`config.mk`:
```
export PLATFORM = sky130hd
export DESIGN_NAME = piso_shift8
export DESIGN_NICKNAME = d
export VERILOG_FILES = /design/src/rtl/piso_shift8.sv
export SDC_FILE = /design/constraint.sdc
export NUM_CORES = 1
export LEC_CHECK = 0
export ABC_AREA = 1
export BUFFER_PORTS_ARGS = -buffer_cell sky130_fd_sc_hd__clkbuf_2
export CORE_AREA = 10 10 58 60
export CTS_CLUSTER_SIZE = 28
export DETAILED_ROUTE_END_ITERATION = 12
export DIE_AREA = 0 0 68 70
export GPL_TIMING_DRIVEN = 0
export PLACE_DENSITY = 0.85
export SETUP_SLACK_MARGIN = 0.02
export SYNTH_ARGS = -nofsm -noshare
export SYNTH_HDL_FRONTEND = slang
export SYNTH_SLANG_ARGS = --single-unit
```
`constraint.sdc`:
```
create_clock -name clk -period 2.3 [get_ports clk]
set_clock_uncertainty 0.1 [all_clocks]
set_input_delay 0.345 -clock clk [delete_from_list [all_inputs] [get_ports clk]]
set_output_delay 0.345 -clock clk [all_outputs]
set_load 0.005 [all_outputs]
```
`src/rtl/piso_shift8.sv`:
```
module piso_shift8 #(
  parameter int WIDTH       = 8,
  parameter int SYNC_STAGES = 2
) (
  input  logic             clk,
  input  logic             rst_n,
  input  logic             ext_clk,
  input  logic             ext_inh,
  input  logic             load_n,
  input  logic             ser_in,
  input  logic [WIDTH-1:0] par_in,
  output logic             ser_out,
  output logic             ser_out_n,
  output logic             shift_strobe,
  output logic [WIDTH-1:0] stages
);
  localparam int NB = WIDTH + 4;
  localparam logic [NB-1:0] SYNC_RST = NB'(4);

  logic [NB-1:0] sync_q [SYNC_STAGES];
  logic [NB-1:0] raw, s;
  logic clk_s, inh_s, ld_n_s, ser_s, gate_prev, shift_evt;
  logic [WIDTH-1:0] par_s;

  assign raw = {par_in, ser_in, load_n, ext_inh, ext_clk};

  always_ff @(posedge clk) begin
    if (!rst_n) begin
      for (int i = 0; i < SYNC_STAGES; i++) sync_q[i] <= SYNC_RST;
    end else begin
      sync_q[0] <= raw;
      for (int i = 1; i < SYNC_STAGES; i++) sync_q[i] <= sync_q[i-1];
    end
  end

  assign s      = sync_q[SYNC_STAGES-1];
  assign clk_s  = s[0];
  assign inh_s  = s[1];
  assign ld_n_s = s[2];
  assign ser_s  = s[3];
  assign par_s  = s[NB-1:4];

  assign shift_evt = (clk_s | inh_s) & ~gate_prev;

  always_ff @(posedge clk) begin
    if (!rst_n) begin
      gate_prev    <= 1'b0;
      stages       <= '0;
      shift_strobe <= 1'b0;
    end else begin
      gate_prev    <= clk_s | inh_s;
      shift_strobe <= shift_evt & ld_n_s;
      if (!ld_n_s)        stages <= par_s;
      else if (shift_evt) stages <= {stages[WIDTH-2:0], ser_s};
    end
  end

  assign ser_out   = stages[WIDTH-1];
  assign ser_out_n = ~stages[WIDTH-1];

  p_load_follows_r2: assert property (@(posedge clk) disable iff (!rst_n)
    $past(rst_n) && !$past(ld_n_s) |-> stages == $past(par_s) && !shift_strobe);

  p_shift_dir_r5: assert property (@(posedge clk) disable iff (!rst_n)
    shift_strobe |-> stages[WIDTH-1:1] == $past(stages[WIDTH-2:0]));

  p_hold_r7: assert property (@(posedge clk) disable iff (!rst_n)
    $past(rst_n) && $past(ld_n_s) && !shift_strobe |-> $stable(stages));

  p_clk_blocks_r6: assert property (@(posedge clk) disable iff (!rst_n)
    $past(rst_n) && $past(clk_s) && clk_s |=> !shift_strobe);

  p_inh_blocks_r6: assert property (@(posedge clk) disable iff (!rst_n)
    $past(rst_n) && $past(inh_s) && inh_s |=> !shift_strobe);

  p_strobe_single_r8: assert property (@(posedge clk) disable iff (!rst_n)
    shift_strobe |=> !shift_strobe);
endmodule

```
==> impl_metrics.toml <==
[global_route]
antenna_found_initial = 0
grt_overflow = 0
grt_util_all_layers_pct = 9.07
grt_pass1_vias = 850
grt_pass1_wl_mm = 3.31
grt_max_degree = 11

[logic_synthesis]
synth_area_per_cell_um2 = 7.82
synth_flop_cell = "dfxtp_1"
synth_fa_ha_area_share_pct = 0
ys_seq_elements = 34
synth_xor_area_share_pct = 0
synth_cell_types = 17
seq_area_frac_synth_pct = 57.6
synth_mux_area_share_pct = 0
synthSimpleGateAreaFrac_pct = 28.9
async_flop_share_pct = 0
syn-num-nets = 165
yosys.area.top_type = "dfxtp_1"
syn_inst = 151
netlist_top_cells_count = "nand2_1, dfxtp_1, inv_1"
synth.most_common_cell = "nand2_1"
ys_top_cells_by_area = "dfxtp_1, nand2_1, inv_1"
netlist_area_um2 = 1180
synth_compound_area_share_pct = 1.17
synth_top_family_by_area = "simple AND/OR/NAND/NOR gates"
synth_edf_count = 0
yosys_warnings = 0
yosysTopAreaCellShare_pct = 57.6

[min_path]
hp-start = "load_n"
whs_path_depth = 2
hp-class = "input pin to flip-flop"
whs_endpoint = "sync_q[0][2]$_SDFF_PN1_"

[power]
leakage_uw = 0.000803
p_per_area_nw_per_um2 = 777
vdd_drop_max_mv = 0.466
p_seq_share_pct = 58.7
combPwrFrac_pct = 10.6
power.share.switching_pct = 24.0
intPower_uw = 826
power_switching_uw = 261
clkPwrFrac_pct = 30.7

[placed_design]
hpwl_mm = 1.47
portBuffers = 24
place_congestion = 0.698

[detailed_routing]
first_pass_iters = 4
num_vias = 876
wl_per_cell_um = 8.88
ant_nets = 0
post-route-drc-count = 0
drt_iter0_markers = 40
wirelength_mm = 1.89
vias_per_cell = 4.11

[worst_setup_path]
critPathArrivalTime_ps = 890
crit_buf_inv = 2
cp_max_fo = 3
cp_slowest_cell = "dfxtp_1"
worstPathCellList = "buf_4 -> clkbuf_2"
r2r_slack_ps = 1130
r2r_cells = 5
rr_startpoint = "sync_q[0][13]$_SDFF_PN0_"
r2r_end = "stages[4]$_SDFFE_PN0P_"
critical_path.top_delay_family = "flip-flops"
crit_required_ps = 1860
timing_worst_setup_path_type = "flip-flop to output pin"
cp-end-kind = "output pin"
slowest_delay_ps = 360
start_kind = "flip-flop"

[clocking]
post_cts_buffers = 0
htreeDepth = 2
numCtsBuffers = 5
cts_tree = "done"
clock_latency_ps = 330
cts_max_path_buffers = 2
cts-root-buf = "clkbuf_4"
path_clk_slew_ps = 100
ctsHoldBuffers = 0
cts_resized = 0
cts_sinks = 34

[final_layout]
nets = 196
fill_cells = 228
drive_above_1_share_pct = 22.4
syn_to_final_growth_pct = 18.4
n_antenna_cell = 0
utilization_pct = 59.7

[status]
status = "finished, final reports clean"

[sta]
fmax_mhz = 749
hold_viol = 0
tightest_slew_ps = 369
rsz0062_at_grt = "false"
period_share_pct = 58.1
setup_viol_count_final = 0
slew_violations = 0
slew_headroom_pct = 75.4
fin_tns_setup_ps = 0
period_needed_ps = 1340

[die]
start_util_pct = 50.4
core_um2 = 2340
dieArea_um2 = 4760
ioPinCount = 25
rows = 18
die_x_um = 68
dieHeight_um = 70

[flow_run]
maxCapViolations = 0
cells by family after synthesis:
kind of cell,after synthesis
and+or+nand+nor,83
AOI/OAI and AO/OA,2
buffers and inverters,32
DFF,34
metal layers:
layer,wire [um],vias to the layer above,global-route usage [%]
met2,872,24,14.7
li1,-,488,-
met5,0,-,0
met3,157,5,4.15
met1,810,359,8.53
met4,51,0,6.71
power groups by stage:
stage	combinational, uW	clock (uW)	sequential [uW]
after global placement	112	0	651
after global routing	135	373	644
final	115	334	639
after detailed placement	117	0	652
after floorplan	74.6	0	651
after CTS	118	344	639
worst max-delay path by stage:
stage | slack [ps] | to | cells after the start | startpoint
after floorplan | 1210 | stages[4]$_SDFFE_PN0P_ | 5 | sync_q[0][13]$_SDFF_PN0_
after global placement | 1150 | stages[4]$_SDFFE_PN0P_ | 5 | sync_q[0][13]$_SDFF_PN0_
after detailed placement | 1130 | stages[4]$_SDFFE_PN0P_ | 5 | sync_q[0][13]$_SDFF_PN0_
after CTS | 940 | stages[7] | 2 | stages[7]$_SDFFE_PN0P_
after global routing | 880 | stages[7] | 2 | stages[7]$_SDFFE_PN0P_
final | 960 | stages[7] | 2 | stages[7]$_SDFFE_PN0P_
worst reg2reg max path, cell delays in order, from the launching register on:
cell and delay, ps:
dfxtp_1 330, o21ai_2 220, nand2_2 120, buf_6 160
nor2_1 110, nor2_2 50
layout by cell type, fill, tap and decap left out:
master,Yosys,final
nand2_1,54,54
dfxtp_1,34,34
inv_1,25,25
clkbuf_2,0,24
nor2_1,16,16
and2_1,7,7
clkbuf_4,0,5
clkbuf_1,2,3
clkbuf_8,1,2
or2_2,2,2
buf_4,2,2
o21ai_2,1,1
nand2_2,1,1
buf_6,1,1
inv_2,1,1
nor2_2,1,1
nor3_1,1,1
a21oi_1,1,1
nand3_1,1,1
clkinv_2,0,1
registers in the layout, indices dropped and copies added (netlist names):
register      cells
stages            8
sync_q           24
shift_strobe      1
gate_prev         1
metrics by stage:
stage	instances	cell area, um2	hold slack (ps)	worst slack [ps]	power, uW
after floorplan	151	1180	286	1210	726
after global placement	205	1340	294	1150	763
after detailed placement	205	1340	300	1130	769
after CTS	213	1400	73.9	942	1100
after global routing	213	1400	75.8	881	1150
final	213	1400	87.7	965	1090
cell type report:
type                       instances  area [um2]  area share (%)
multi-input combinational         85         355            25.4
clock inverter                     1        5.00           0.358
clock buffer                       7        55.1            3.94
buffer                             6        47.5            3.40
sequential                        34         681            48.7
inverter                          26        97.6            6.98
timing repair buffer              24         120            8.59
tap                               30        37.5            2.68
Note: power is estimated with default switching activity, not from simulation.
